[src/rtl/dbf_pkg.sv]
package dbf_pkg;

  // Per-line decision flags carried beside the pixels through the pipe.
  typedef struct packed {
    logic mask;   // edge is to be filtered
    logic hev;    // high activity next to the edge
    logic flat;   // flat on both sides and masked (left to wide stage)
  } dbf_flags_t;

  localparam int unsigned FLAG_W = 3;

  // Extra bits above the pixel width for signed filter arithmetic.
  localparam int unsigned GUARD_W = 4;

endpackage

[src/rtl/dbf_stage_reg.sv]
module dbf_stage_reg #(
  parameter int unsigned W = 8
) (
  input  logic         clk,
  input  logic         rst_n,
  input  logic         adv,
  input  logic         d_vld,
  input  logic [W-1:0] d,
  output logic         q_vld,
  output logic [W-1:0] q
);

  always_ff @(posedge clk or negedge rst_n) begin
    if (!rst_n) begin
      q_vld <= 1'b0;
    end else if (adv) begin
      q_vld <= d_vld;
    end
  end

  always_ff @(posedge clk) begin
    if (adv) begin
      q <= d;
    end
  end

endmodule

[src/rtl/dbf_mask.sv]
module dbf_mask
  import dbf_pkg::*;
#(
  parameter int unsigned PIX_W    = 8,
  parameter int unsigned TAPS     = 4,
  parameter int unsigned FLAT_THR = 1
) (
  input  logic [2*TAPS*PIX_W-1:0] line,
  input  logic [PIX_W-1:0]        lim_e,
  input  logic [PIX_W-1:0]        lim_i,
  input  logic [PIX_W-1:0]        thr_h,
  input  logic                    narrow,
  output dbf_flags_t              flags
);

  localparam int unsigned NPIX = 2 * TAPS;
  localparam int unsigned IP0  = TAPS - 1;   // p0 position
  localparam int unsigned IQ0  = TAPS;       // q0 position
  localparam logic [PIX_W-1:0] FLAT_LIM = PIX_W'(FLAT_THR);

  function automatic logic [PIX_W-1:0] absd(input logic [PIX_W-1:0] a,
                                             input logic [PIX_W-1:0] b);
    return (a > b) ? (a - b) : (b - a);
  endfunction

  logic [PIX_W-1:0] px [NPIX];

  for (genvar k = 0; k < NPIX; k++) begin : g_unpack
    assign px[k] = line[k*PIX_W +: PIX_W];
  end

  // Neighbour differences on each side; the pair across the edge is skipped.
  logic [PIX_W-1:0] nb [NPIX-1];
  for (genvar k = 0; k < NPIX - 1; k++) begin : g_nb
    if (k == IP0) begin : g_cross
      assign nb[k] = '0;
    end else begin : g_side
      assign nb[k] = absd(px[k], px[k+1]);
    end
  end

  // Distances from the edge pixel of each side, for flatness.
  logic [TAPS-2:0] fp_ok;
  logic [TAPS-2:0] fq_ok;
  for (genvar k = 0; k < TAPS - 1; k++) begin : g_flat
    assign fp_ok[k] = absd(px[k], px[IP0]) <= FLAT_LIM;
    assign fq_ok[k] = absd(px[IQ0+1+k], px[IQ0]) <= FLAT_LIM;
  end

  logic [PIX_W-1:0] inner_max;
  logic [PIX_W-1:0] d_edge;
  logic [PIX_W-1:0] d_outer;
  logic [PIX_W-1:0] dbl_sat;
  logic [PIX_W:0]   edge_sum;
  logic [PIX_W-1:0] edge_val;
  logic [PIX_W-1:0] act_p;
  logic [PIX_W-1:0] act_q;
  logic             flat_raw;

  always_comb begin
    inner_max = '0;
    for (int k = 0; k < int'(NPIX) - 1; k++) begin
      if (nb[k] > inner_max) inner_max = nb[k];
    end

    d_edge   = absd(px[IP0], px[IQ0]);
    d_outer  = absd(px[IP0-1], px[IQ0+1]);
    dbl_sat  = d_edge[PIX_W-1] ? '1 : {d_edge[PIX_W-2:0], 1'b0};
    edge_sum = {1'b0, dbl_sat} + {2'b00, d_outer[PIX_W-1:1]};
    edge_val = edge_sum[PIX_W] ? '1 : edge_sum[PIX_W-1:0];

    act_p    = absd(px[IP0-1], px[IP0]);
    act_q    = absd(px[IQ0+1], px[IQ0]);

    flat_raw = (&fp_ok) && (&fq_ok);

    flags.mask = (inner_max <= lim_i) && (edge_val <= lim_e);
    flags.hev  = ((act_p > act_q) ? act_p : act_q) > thr_h;
    flags.flat = flat_raw && !narrow && (inner_max <= lim_i) && (edge_val <= lim_e);
  end

endmodule

[src/rtl/dbf_narrow.sv]
module dbf_narrow
  import dbf_pkg::*;
#(
  parameter int unsigned PIX_W = 8,
  parameter int unsigned TAPS  = 4
) (
  input  logic [2*TAPS*PIX_W-1:0] line,
  input  dbf_flags_t              flags,
  output logic [2*TAPS*PIX_W-1:0] line_o
);

  localparam int unsigned SW  = PIX_W + GUARD_W;
  localparam int unsigned OP1 = (TAPS - 2) * PIX_W;
  localparam int unsigned OP0 = (TAPS - 1) * PIX_W;
  localparam int unsigned OQ0 = TAPS * PIX_W;
  localparam int unsigned OQ1 = (TAPS + 1) * PIX_W;

  localparam int SMAX_I = (2 ** (PIX_W - 1)) - 1;
  localparam int SMIN_I = -(2 ** (PIX_W - 1));
  localparam int UMAX_I = (2 ** PIX_W) - 1;

  localparam logic signed [SW-1:0] S_MAX = SW'(SMAX_I);
  localparam logic signed [SW-1:0] S_MIN = SW'(SMIN_I);
  localparam logic signed [SW-1:0] U_MAX = SW'(UMAX_I);
  localparam logic signed [SW-1:0] C1    = SW'(1);
  localparam logic signed [SW-1:0] C3    = SW'(3);
  localparam logic signed [SW-1:0] C4    = SW'(4);

  function automatic logic signed [SW-1:0] sclamp(input logic signed [SW-1:0] v);
    if (v > S_MAX)      return S_MAX;
    else if (v < S_MIN) return S_MIN;
    else                return v;
  endfunction

  function automatic logic [PIX_W-1:0] uclamp(input logic signed [SW-1:0] v);
    if (v < 0)          return '0;
    else if (v > U_MAX) return '1;
    else                return v[PIX_W-1:0];
  endfunction

  function automatic logic signed [SW-1:0] widen(input logic [PIX_W-1:0] p);
    return $signed({{GUARD_W{1'b0}}, p});
  endfunction

  logic signed [SW-1:0] sp1, sp0, sq0, sq1;
  logic signed [SW-1:0] tap, dq, f, f4, f3, f1, f2, g;

  always_comb begin
    sp1 = widen(line[OP1 +: PIX_W]);
    sp0 = widen(line[OP0 +: PIX_W]);
    sq0 = widen(line[OQ0 +: PIX_W]);
    sq1 = widen(line[OQ1 +: PIX_W]);

    tap = flags.hev ? sclamp(sp1 - sq1) : '0;
    dq  = sq0 - sp0;
    f   = sclamp(dq + dq + dq + tap);
    f4  = sclamp(f + C4);
    f3  = sclamp(f + C3);
    f1  = f4 >>> 3;
    f2  = f3 >>> 3;
    g   = (f1 + C1) >>> 1;

    line_o = line;
    if (flags.mask && !flags.flat) begin
      line_o[OP0 +: PIX_W] = uclamp(sp0 + f2);
      line_o[OQ0 +: PIX_W] = uclamp(sq0 - f1);
      if (!flags.hev) begin
        line_o[OP1 +: PIX_W] = uclamp(sp1 + g);
        line_o[OQ1 +: PIX_W] = uclamp(sq1 - g);
      end
    end
  end

endmodule

[src/rtl/dbf_edge_filter.sv]
module dbf_edge_filter
  import dbf_pkg::*;
#(
  parameter int unsigned PIX_W    = 8,
  parameter int unsigned TAPS     = 4,
  parameter int unsigned FLAT_THR = 1
) (
  input  logic                    clk,
  input  logic                    rst_n,
  input  logic                    in_valid,
  output logic                    in_ready,
  input  logic [2*TAPS*PIX_W-1:0] in_line,
  input  logic [PIX_W-1:0]        lim_edge,
  input  logic [PIX_W-1:0]        lim_inner,
  input  logic [PIX_W-1:0]        thr_var,
  input  logic                    narrow_only,
  output logic                    out_valid,
  input  logic                    out_ready,
  output logic [2*TAPS*PIX_W-1:0] out_line,
  output logic                    out_mask,
  output logic                    out_hev,
  output logic                    out_flat
);

  localparam int unsigned LINE_W  = 2 * TAPS * PIX_W;
  localparam int unsigned STAGE_W = LINE_W + FLAG_W;

  // One advance for the whole pipe: move when the output slot frees up.
  logic adv;
  assign adv      = !out_valid || out_ready;
  assign in_ready = adv;

  // Stage 1: decisions from the raw line.
  dbf_flags_t           flg_d;
  logic                 s1_vld;
  logic [STAGE_W-1:0]   s1_q;
  logic [LINE_W-1:0]    s1_line;
  dbf_flags_t           s1_flg;

  dbf_mask #(.PIX_W(PIX_W), .TAPS(TAPS), .FLAT_THR(FLAT_THR)) u_mask (
    .line   (in_line),
    .lim_e  (lim_edge),
    .lim_i  (lim_inner),
    .thr_h  (thr_var),
    .narrow (narrow_only),
    .flags  (flg_d)
  );

  dbf_stage_reg #(.W(STAGE_W)) u_s1 (
    .clk   (clk),
    .rst_n (rst_n),
    .adv   (adv),
    .d_vld (in_valid),
    .d     ({flg_d, in_line}),
    .q_vld (s1_vld),
    .q     (s1_q)
  );

  assign s1_line = s1_q[LINE_W-1:0];
  assign s1_flg  = s1_q[STAGE_W-1:LINE_W];

  // Stage 2: narrow correction.
  logic [LINE_W-1:0]  filt_line;
  logic [STAGE_W-1:0] s2_q;
  dbf_flags_t         s2_flg;

  dbf_narrow #(.PIX_W(PIX_W), .TAPS(TAPS)) u_narrow (
    .line   (s1_line),
    .flags  (s1_flg),
    .line_o (filt_line)
  );

  dbf_stage_reg #(.W(STAGE_W)) u_s2 (
    .clk   (clk),
    .rst_n (rst_n),
    .adv   (adv),
    .d_vld (s1_vld),
    .d     ({s1_flg, filt_line}),
    .q_vld (out_valid),
    .q     (s2_q)
  );

  assign out_line = s2_q[LINE_W-1:0];
  assign s2_flg   = s2_q[STAGE_W-1:LINE_W];
  assign out_mask = s2_flg.mask;
  assign out_hev  = s2_flg.hev;
  assign out_flat = s2_flg.flat;

endmodule

[config.mk]
export PLATFORM = sky130hd
export DESIGN_NAME = dbf_edge_filter
export DESIGN_NICKNAME = d
export VERILOG_FILES = /design/src/rtl/dbf_pkg.sv /design/src/rtl/dbf_stage_reg.sv /design/src/rtl/dbf_mask.sv /design/src/rtl/dbf_narrow.sv /design/src/rtl/dbf_edge_filter.sv
export SDC_FILE = /design/constraint.sdc
export NUM_CORES = 1
export LEC_CHECK = 0
export BUFFER_PORTS_ARGS = -buffer_cell sky130_fd_sc_hd__buf_2
export CORE_UTILIZATION = 40
export DETAILED_ROUTE_END_ITERATION = 8
export PLACE_DENSITY_LB_ADDON = 0.05
export SYNTH_ARGS = -nofsm -noshare
export SYNTH_HDL_FRONTEND = slang
export SYNTH_HIERARCHICAL = 1
export SYNTH_SLANG_ARGS = --single-unit
[constraint.sdc]
create_clock -name clk -period 24.2 [get_ports clk]
set_input_delay 4.84 -clock clk [delete_from_list [all_inputs] [get_ports clk]]
set_output_delay 4.84 -clock clk [all_outputs]
set_load 0.03 [all_outputs]
==> reports/summary.txt, run 1 <==
GPL Wtd Cong -> 0.9548
syn_nets -> 2,619
share of layout cells above drive strength 1 -> 12.51%
Required @ worst endpoint -> 24,480 ps
failing checks -> design-rule violations
Ports -> 162
vias in the first global route -> 16,150
gr usage total -> 25.93%
main combinational cell family by area after synthesis -> adder cells
Period minus WS final -> 19,470 ps
drt pass-1 iters -> 9
Register Area -> 4074 sq um
# clock sinks -> 136
Final Routed Wirelength -> 63,990 um
final setup fails -> 0
measured slew at the worst slew-check pin -> 1225 ps
Synth Area in Simple Gates -> 13.37%
status -> finished with violations
post-synth cell types -> 100
core area -> 46,950 sq um
die area -> 48,800 sq um
Ys Warns -> 6
initial antenna violation count -> 2
worst slew margin relative to its limit -> 18.33%
I/O Buffers -> 161
CTS clock-pin slew for the worst setup and hold paths -> 70 ps
fin area -> 20,890 sq um
Worst Path Arrival -> 19,750 ps
first-pass GRT wire length -> 97,060 um
largest net degree at the start of global routing -> 60
multi-input logic area -> 13,740 sq um
H-tree levels -> 4
Compound-Gate Fraction of Synth Area -> 22.31%
Crit Path Category -> input pin to flop
Post-Syn Instances -> 2,160
CP Capture Type -> flop
count of flip-flops with a built-in enable after synthesis -> 134
Filler cells -> 4,669
CP max FO -> 17
initial core utilization -> 40.82%
CP peak stage delay -> 830 ps
ys async rst share -> 1.471%
Cell Area, Synth -> 19,170 sq um
Clk Latency, worst-skew pair -> 450 ps
Via density -> 5.746
mux cell area share after synthesis -> 5.294%
GRT overflow -> 0
TritonCTS buffer count -> 17
root buf cell -> clkbuf_16
top post-synthesis cells by count -> ha_1 (326), inv_1 (236), a21oi_1 (161)
Seq cells post-synth -> 136
Tcrit/Tclk final -> 80.44%
Routed Antenna Nets -> 0
postcts setup bufs -> 0
Adder-Cell Fraction of Synth Area -> 25.46%
top_reg_cell synth -> edfxtp_1
Fmax -> 0.05137 GHz
most common cell in the netlist -> ha_1
maximum buffer depth of the clock tree -> 2
Slew Viols, Final -> 0
post-synth top area share -> 21.28%
# rows -> 79
post-synthesis sequential area ratio -> 21.25%
post-synth top area cell -> ha_1
cts-stage hold buffer count -> 0
Layout area overhead -> 9.008%
RSZ-0062 raised after global routing -> no
Setup Skew -> 13.59 ps
drt wl/cell -> 22.23 um
Die Ht -> 220.9 um
xor/xnor share of the synthesized area -> 5.203%
Die X -> 220.9 um
Slowest-stage cell, CP -> a21oi_1
final hold vios -> 0
Avg Cell Area, Syn -> 8.874 sq um
post_cts resized -> 0
total negative setup slack -> 0 ps
Post-DP HPWL -> 52,590 um
worst min path class -> flop to flop
largest cells by area after synthesis -> ha_1 (21%), edfxtp_1 (21%), inv_1 (4.6%), a21oi_1 (4.2%), fa_1 (4.2%)
initial DRC count -> 1,287
startpoint types -> input pin
DRC violations left -> 1
fin nets -> 2,717
Post-DP Area -> 20,310 sq um
Vias -> 16,540
crit-path most repeated cell -> a21oi_1
TritonCTS clock tree -> yes
Max Cap Viol -> 0
==> registers in the layout, indices dropped and copies added, names as in the netlist <==
register,flops
u_s1/q_vld,1
u_s2/q,67
u_s2/q_vld,1
u_s1/q,67
==> per-stage QoR <==
| step | util [%] | instances | worst slack (ps) | hold slack (ps) |
|---|---|---|---|---|
| finish | 44.50 | 2879 | 4734 | 416.8 |
| global route | 44.50 | 2879 | 3398 | 426.7 |
| CTS | 44.50 | 2878 | 4741 | 413.6 |
| detailed placement | 43.25 | 2846 | 4319 | 404.5 |
| global placement | 43.25 | 2846 | 4654 | 400.6 |
| floorplan | - | 2160 | 7373 | 416.8 |
==> worst paths after layout <==
kind | to | start | slack (ps) | cells past startpoint
max | u_s1/q[64]$_DFFE_PP_ | in_line[9] | 4730 | 61
min | u_s2/q[0]$_DFFE_PP_ | u_s1/q[0]$_DFFE_PP_ | 420 | 0
max reg2reg | u_s2/q[17]$_DFFE_PP_ | u_s1/q[16]$_DFFE_PP_ | 11460 | 46
min reg2reg | u_s2/q[0]$_DFFE_PP_ | u_s1/q[0]$_DFFE_PP_ | 420 | 0
max in group asynchronous | u_s1/q_vld$_DFFE_PN0P_ | rst_n | 19940 | 1
min in group asynchronous | u_s2/q_vld$_DFFE_PN0P_ | rst_n | 4160 | 1
==> final cells by class <==
class                      instances  area share [%]
antenna                            1         0.01198
clock buffer                      18           2.054
tap                              607           3.635
sequential                       136           19.50
clock inverter                    14          0.7426
multi-input combinational       1700           65.75
timing repair buffer             167           4.072
inverter                         236           4.240
==> cells in the final DEF, fill, tap and decap left out, types with 29 or more instances in the layout <==
master,netlist,layout
nor2b_1,40,40
fa_1,40,40
o21bai_1,29,29
xnor2_1,80,80
ha_1,326,326
o21ai_0,118,118
a21oi_1,161,161
nand2_1,124,124
edfxtp_1,134,134
nor2_1,114,114
nand3_1,41,41
a21o_1,76,76
buf_2,13,161
mux2i_1,68,68
nand4_1,41,41
xor2_1,32,32
inv_1,236,236
==> worst max-delay path: cells and delay by family <==
family | cells | cell delay [ps]
multiplexers | 3 | 1200
buffers and inverters | 2 | 430
AO/OA/AOI/OAI | 31 | 6970
adder cells (fa/ha/maj) | 7 | 2260
XOR/XNOR | 1 | 180
AND/OR/NAND/NOR | 17 | 3840
==> kinds of logic after synthesis <==
group / Yosys count
AO/OA/AOI/OAI: 628
XOR/XNOR: 113
adder cells (fa/ha/maj): 366
buffers and inverters: 324
flip-flops: 136
multiplexers: 97
AND/OR/NAND/NOR: 496
==> per-layer routing <==
| metal | wire [um] | up-vias | global-route usage, % |
|---|---|---|---|
| met4 | 1695 | 0 | 8.392 |
| li1 | - | 8026 | - |
| met3 | 2480 | 77 | 2.576 |
| met1 | 29420 | 7963 | 34.62 |
| met5 | 0 | - | 0 |
| met2 | 30400 | 477 | 43.86 |
Power of run 1 is not shown: default switching activity piles up to over one toggle a cycle in this logic, so the estimate is an artifact.
==> inputs of run 2 (changes only) <==
--- a/config.mk
+++ b/config.mk
@@ -5,6 +5,7 @@
 export SDC_FILE = /design/constraint.sdc
 export NUM_CORES = 1
 export LEC_CHECK = 0
+export ABC_AREA = 1
 export BUFFER_PORTS_ARGS = -buffer_cell sky130_fd_sc_hd__buf_2
 export CORE_UTILIZATION = 40
 export DETAILED_ROUTE_END_ITERATION = 8
==> constraint.sdc (replaced) <==
create_clock -name clk -period 19.1 [get_ports clk]
set_input_delay 3.82 -clock clk [delete_from_list [all_inputs] [get_ports clk]]
set_output_delay 3.82 -clock clk [all_outputs]
set_load 0.03 [all_outputs]
==> run 2 against run 1 <==
Setup slack improved by 590 ps. The run now ends clean. Worst hold slack gained 1.6 ps. Largest cell class unchanged. Clock-buffer cell count is 1 lower. Non-clock buffer count fell by 3. Final cell count grew 29%. Core utilization is 0.15 points lower.
==> reports/summary.txt, run 2 <==
status -> completed
die area -> 52,070 sq um (+6.7%)
top_reg_cell synth -> edfxtp_1
Routed Antenna Nets -> 0 (unchanged)
post-synthesis sequential area ratio -> 19.91% (-1.3 points)
met2 usage -> 43.01% (-0.86 points)
worst r2r src -> u_s1/q[17]$_DFFE_PP_
Largest regs -> u_s1/q: 67 flops, u_s2/q: 67 flops
core area -> 50,270 sq um (+7.1%)
Max Cap Viol -> 0 (unchanged)
hold path startpoint -> u_s1/q[3]$_DFFE_PP_
count of flip-flops with a built-in enable after synthesis -> 134 (unchanged)
RSZ-0062 raised after global routing -> no
TritonCTS buffer count -> 17 (unchanged)
CP Capture Type -> flop
postcts setup bufs -> 0 (unchanged)
# clock sinks -> 136 (unchanged)
Via density -> 5.115 (-11%)
maximum buffer depth of the clock tree -> 2 (unchanged)
vias in the first global route -> 18,360 (+14%)
top post-synthesis cells by count -> nand2_1 (843), inv_1 (490), ha_1 (326)
startpoint types -> input pin
GR met3 Demand/Resource -> 2.713% (+0.14 points)
post-synth top area cell -> ha_1
Critical Path Start -> in_line[9]
commonest non-fill, non-tap cell in the layout -> nand2_1
Vias -> 19,070 (+15%)
H-tree levels -> 4 (unchanged)
ys async rst share -> 1.471% (unchanged)
initial antenna violation count -> 2 (unchanged)
Worst Path Arrival -> 14,110 ps (-5640 ps)
Cell Area, Synth -> 20,460 sq um (+6.8%)
Period minus WS final -> 13,780 ps
root buf cell -> clkbuf_16
Slowest-stage cell, CP -> fa_1
Post-Syn Instances -> 2,928 (+36%)
Layout area overhead -> 8.951% (about the same)
measured slew at the worst slew-check pin -> 1254 ps (+28.66 ps)
Tcrit/Tclk final -> 72.15%
TritonCTS clock tree -> yes
Fmax -> 0.07257 GHz
worst slew margin relative to its limit -> 15.50% (-2.8 points)
drt wl/cell -> 18.12 um (-18%)
# rows -> 82 (+3.8%)
most frequent cells in the layout -> nand2_1 (842), inv_1 (490), ha_1 (326), nand3_1 (196), a21oi_1 (187)
I/O Buffers -> 161 (unchanged)
first-pass GRT wire length -> 104,600 um (+7.8%)
Filler cells -> 5,300 (+14%)
initial DRC count -> 1,401 (+8.9%)
fin nets -> 3,502 (+29%)
Post-DP HPWL -> 56,840 um (+8.1%)
Required @ worst endpoint -> 19,430 ps (-5050 ps)
Clk Latency, worst-skew pair -> 470 ps (+20 ps)
cts-stage hold buffer count -> 0 (unchanged)
Avg Cell Area, Syn -> 6.989 sq um (-21%)
CP peak stage delay -> 470 ps (-360 ps)
largest net degree at the start of global routing -> 62 (+3.3%)
post-synth cell types -> 61 (-39%)
worst min path class -> flop to flop
Final Routed Wirelength -> 67,570 um (+5.6%)
largest cells by area after synthesis -> ha_1 (20%), edfxtp_1 (20%), nand2_1 (15%), inv_1 (9.0%), nand3_1 (4.8%)
gr usage total -> 25.92% (about the same)
Setup Skew -> 23.82 ps (+10.22 ps)
drt pass-1 iters -> 6 (-3)
total negative setup slack -> 0 ps (unchanged)
Ports -> 162 (unchanged)
initial core utilization -> 40.71% (-0.12 points)
syn_nets -> 3,387 (+29%)
CP max FO -> 10 (-7)
CTS clock-pin slew for the worst setup and hold paths -> 80 ps (about the same)
DRC violations left -> 0 (-1)
Seq cells post-synth -> 136 (unchanged)
final setup fails -> 0 (unchanged)
Die Ht -> 228.2 um (+3.3%)
post_cts resized -> 0 (unchanged)
Crit Path Category -> input pin to flop
global route hottest layer -> met2
final hold vios -> 0 (unchanged)
most common cell in the netlist -> nand2_1
M1 GR Usage -> 35.52% (+0.89 points)
Ys Warns -> 6 (unchanged)
post-synth top area share -> 19.93% (-1.3 points)
Slew Viols, Final -> 0 (unchanged)
Die X -> 228.2 um (+3.3%)
GRT overflow -> 0 (unchanged)
GPL Wtd Cong -> 0.9399 (-1.6%)
crit-path most repeated cell -> nand2_1
n_diodes -> 0 (-1)
share of layout cells above drive strength 1 -> 10.44% (-2.1 points)
[run 2: cell count changes after synthesis, sizes merged, moves of 40 or more]
cell | previous run | this run
a21o | 78 | 7
xnor2 | 81 | 36
inv | 236 | 512
nand3 | 42 | 205
mux2i | 68 | 0
nor2b | 40 | 0
xor2 | 32 | 84
nand2 | 125 | 892
[run 2: logic make-up after synthesis]
family / count (synthesis) / share of synthesized area (%)
buf+inv: 585 / 11.73
simple gates: 1335 / 28.32
compound gates: 386 / 10.94
fa+ha+maj: 366 / 23.84
flops: 136 / 19.91
xor+xnor: 120 / 5.264
[run 2: cell type report]
type                       count  area [sq um]  area share (%)
clock inverter                15         182.7          0.8193
tap                          672         840.8           3.771
multi-input combinational   2207         14000           62.78
sequential                   136          4074           18.27
timing repair buffer         164         828.3           3.715
inverter                     517          1947           8.732
clock buffer                  17         425.4           1.908
[run 2: path summary, 6_finish.rpt]
kind / end / slack [ps] / cells past startpoint
min in group asynchronous: u_s1/q_vld$_DFFE_PN0P_ / 3140 / 1
min reg2reg: u_s2/q[3]$_DFFE_PP_ / 420 / 0
max: u_s1/q[64]$_DFFE_PP_ / 5320 / 69
max reg2reg: u_s2/q[44]$_DFFE_PP_ / 8610 / 53
min: u_s2/q[3]$_DFFE_PP_ / 420 / 0
max in group asynchronous: u_s2/q_vld$_DFFE_PN0P_ / 15860 / 1
[run 2: critical path: cells and delay by family]
| family | cells | cell delay (ps) |
|---|---|---|
| compound gates | 8 | 1760 |
| buf+inv | 11 | 1950 |
| fa+ha+maj | 7 | 2110 |
| simple gates | 43 | 4420 |
[run 2: stage by stage]
| stage | setup WS [ps] | std cells | util [%] | hold slack (ps) | area [sq um] |
|---|---|---|---|---|---|
| finish | 5320 | 3728 | 44.35 | 418.4 | 22300 |
| global route | 3969 | 3728 | 44.35 | 423.9 | 22300 |
| CTS | 5380 | 3728 | 44.35 | 419.7 | 22300 |
| detailed placement | 4884 | 3696 | 43.14 | 404.5 | 21690 |
| global placement | 5216 | 3696 | 43.14 | 400.3 | 21690 |
| floorplan | 6774 | 2928 | - | 426.4 | 20460 |
[run 2: routing by layer]
| metal | vias to the layer above | part of all wire [%] | routed length (um) |
|---|---|---|---|
| met3 | 83 | 4.2 | 2864 |
| li1 | 9644 | - | - |
| met5 | - | 0.019 | 13 |
| met2 | 501 | 46 | 31030 |
| met1 | 8840 | 47 | 31980 |
| met4 | 2 | 2.5 | 1677 |
Power of run 2 is left out for the same reason.
==> inputs of run 3 (changes only) <==
==> constraint.sdc (replaced) <==
create_clock -name clk -period 13.51 [get_ports clk]
set_input_delay 2.702 -clock clk [delete_from_list [all_inputs] [get_ports clk]]
set_output_delay 2.702 -clock clk [all_outputs]
set_load 0.03 [all_outputs]
==> run 3 against run 2 <==
First-iteration DRC count up 2.3%. Clock-buffer cell count unchanged. Wire length about the same. Core utilization about the same.
==> reports/summary.txt, run 3 (synthesized netlist as in run 2, its figures left out) <==
Fmax -> 0.08186 GHz
hold path startpoint -> u_s1/q[3]$_DFFE_PP_
initial antenna violation count -> 4 (+2)
final setup fails -> 0 (unchanged)
fin worst setup slack -> 1294 ps (-4025 ps)
Min-Delay Path Depth -> 0 (unchanged)
final hold vios -> 0 (unchanged)
Worst Hold End -> u_s2/q[3]$_DFFE_PP_
Final Routed Wirelength -> 67,520 um (about the same)
most frequent cells in the layout -> nand2_1 (842), inv_1 (489), ha_1 (326), nand3_1 (196), a21oi_1 (187)
Max Cap Viol -> 0 (unchanged)
# rows -> 82 (unchanged)
TritonCTS buffer count -> 17 (unchanged)
worst min path class -> flop to flop
Worst Path Arrival -> 12,550 ps (-1560 ps)
CTS clock-pin slew for the worst setup and hold paths -> 80 ps (about the same)
Die Ht -> 228.2 um (unchanged)
core area -> 50,270 sq um (unchanged)
Layout area overhead -> 9.018% (about the same)
startpoint types -> input pin
Tcrit/Tclk final -> 90.42%
postcts setup bufs -> 0 (unchanged)
I/O Buffers -> 161 (unchanged)
cts-stage hold buffer count -> 0 (unchanged)
first-pass GRT wire length -> 104,700 um (+0.11%)
Via density -> 5.075 (-0.79%)
Clk Latency, worst-skew pair -> 470 ps (about the same)
Filler cells -> 5,318 (+0.34%)
drt pass-1 iters -> 5 (-1)
status -> completed
gr usage total -> 25.91% (about the same)
Slew Viols, Final -> 0 (unchanged)
post_cts resized -> 0 (unchanged)
CP max FO -> 10 (unchanged)
Crit Path Category -> input pin to flop
Ports -> 162 (unchanged)
crit-path most repeated cell -> nand2_1
FF-to-FF End -> u_s2/q[45]$_DFFE_PP_
worst r2r src -> u_s1/q[17]$_DFFE_PP_
R2R cell count -> 54 (+1.9%)
worst slew margin relative to its limit -> 15.47% (-0.036 points)
fin nets -> 3,502 (unchanged)
Non-Filler Instances -> 3,729 (+0.027%)
Slowest-stage cell, CP -> fa_1
GRT overflow -> 0 (unchanged)
Largest regs -> u_s1/q: 67 flops, u_s2/q: 67 flops
commonest non-fill, non-tap cell in the layout -> nand2_1
H-tree levels -> 4 (unchanged)
drt wl/cell -> 18.11 um (about the same)
Setup Skew -> 17.45 ps (-6.368 ps)
Routed Antenna Nets -> 0 (unchanged)
fin util -> 44.38% (about the same)
Inst Count DP -> 3,696 (unchanged)
R2R Setup Slk -> 3010 ps (-5600 ps)
CP Capture Type -> flop
Required @ worst endpoint -> 13,840 ps (-5590 ps)
initial core utilization -> 40.71% (unchanged)
Post-DP HPWL -> 56,580 um (-0.45%)
measured slew at the worst slew-check pin -> 1254 ps (+0.5297 ps)
# clock sinks -> 136 (unchanged)
Vias -> 18,930 (-0.76%)
CP peak stage delay -> 460 ps (about the same)
Die X -> 228.2 um (unchanged)
root buf cell -> clkbuf_16
vias in the first global route -> 18,510 (+0.85%)
largest net degree at the start of global routing -> 60 (-3.2%)
DRC violations left -> 0 (unchanged)
total negative setup slack -> 0 ps (unchanged)
maximum buffer depth of the clock tree -> 2 (unchanged)
Period minus WS final -> 12,220 ps
share of layout cells above drive strength 1 -> 10.57% (+0.13 points)
die area -> 52,070 sq um (unchanged)
TritonCTS clock tree -> yes
initial DRC count -> 1,433 (+2.3%)
dpl ws -> 369.5 ps (-4515 ps)
GPL Wtd Cong -> 0.9583 (+2.0%)
## run 3: changes by cell type in the layout (fill, tap and decap cells not counted), sizes merged
cell,before,now
bufinv,2,1
clkinv,8,9
inv,520,519
diode,0,1
clkinvlp,2,3
## run 3: worst max-delay path, delay by kind of cell
family	cells	cell delay (ps)
compound gates	6	1180
fa+ha+maj	7	2200
buf+inv	9	1610
simple gates	45	4850
## run 3: cell type report
cell class	instances	area [sq um]	share of cell area (%)
clock inverters	15	162.7	0.7291
inverters	517	1951	8.743
clock buffers	17	425.4	1.907
diodes	1	2.502	0.01122
well taps	672	840.8	3.769
multi-input cells	2207	14030	62.87
repair buffers	164	828.3	3.713
flip-flops and latches	136	4074	18.26
## run 3: routing by layer
| layer | wire, um | vias up | track usage, % |
|---|---|---|---|
| met2 | 31120 | 452 | 43.09 |
| li1 | - | 9641 | - |
| met5 | 12 | - | 0 |
| met4 | 1638 | 2 | 8.054 |
| met1 | 32010 | 8750 | 35.19 |
| met3 | 2741 | 80 | 2.625 |
## run 3: worst max path at each step
stage                from                    to  slack [ps]  depth (start not counted)
2_1_floorplan  in_line[0]  u_s1/q[64]$_DFFE_PP_        2300                         68
3_3_place_gp   in_line[9]  u_s1/q[64]$_DFFE_PP_         710                         69
3_5_place_dp   in_line[9]  u_s1/q[64]$_DFFE_PP_         370                         67
4_1_cts        in_line[9]  u_s1/q[64]$_DFFE_PP_         870                         67
5_1_grt        in_line[9]  u_s1/q[64]$_DFFE_PP_         -20                         67
6_report       in_line[9]  u_s1/q[64]$_DFFE_PP_        1290                         67
## run 3: metrics by stage
step	instance area (sq um)	hold WS, ps
2_1_floorplan	20460	426.4
3_3_place_gp	21690	401.8
3_5_place_dp	21690	404.5
4_1_cts	22280	418.7
5_1_grt	22310	420.3
6_report	22310	418.3
Power of run 3 is left out for the same reason.
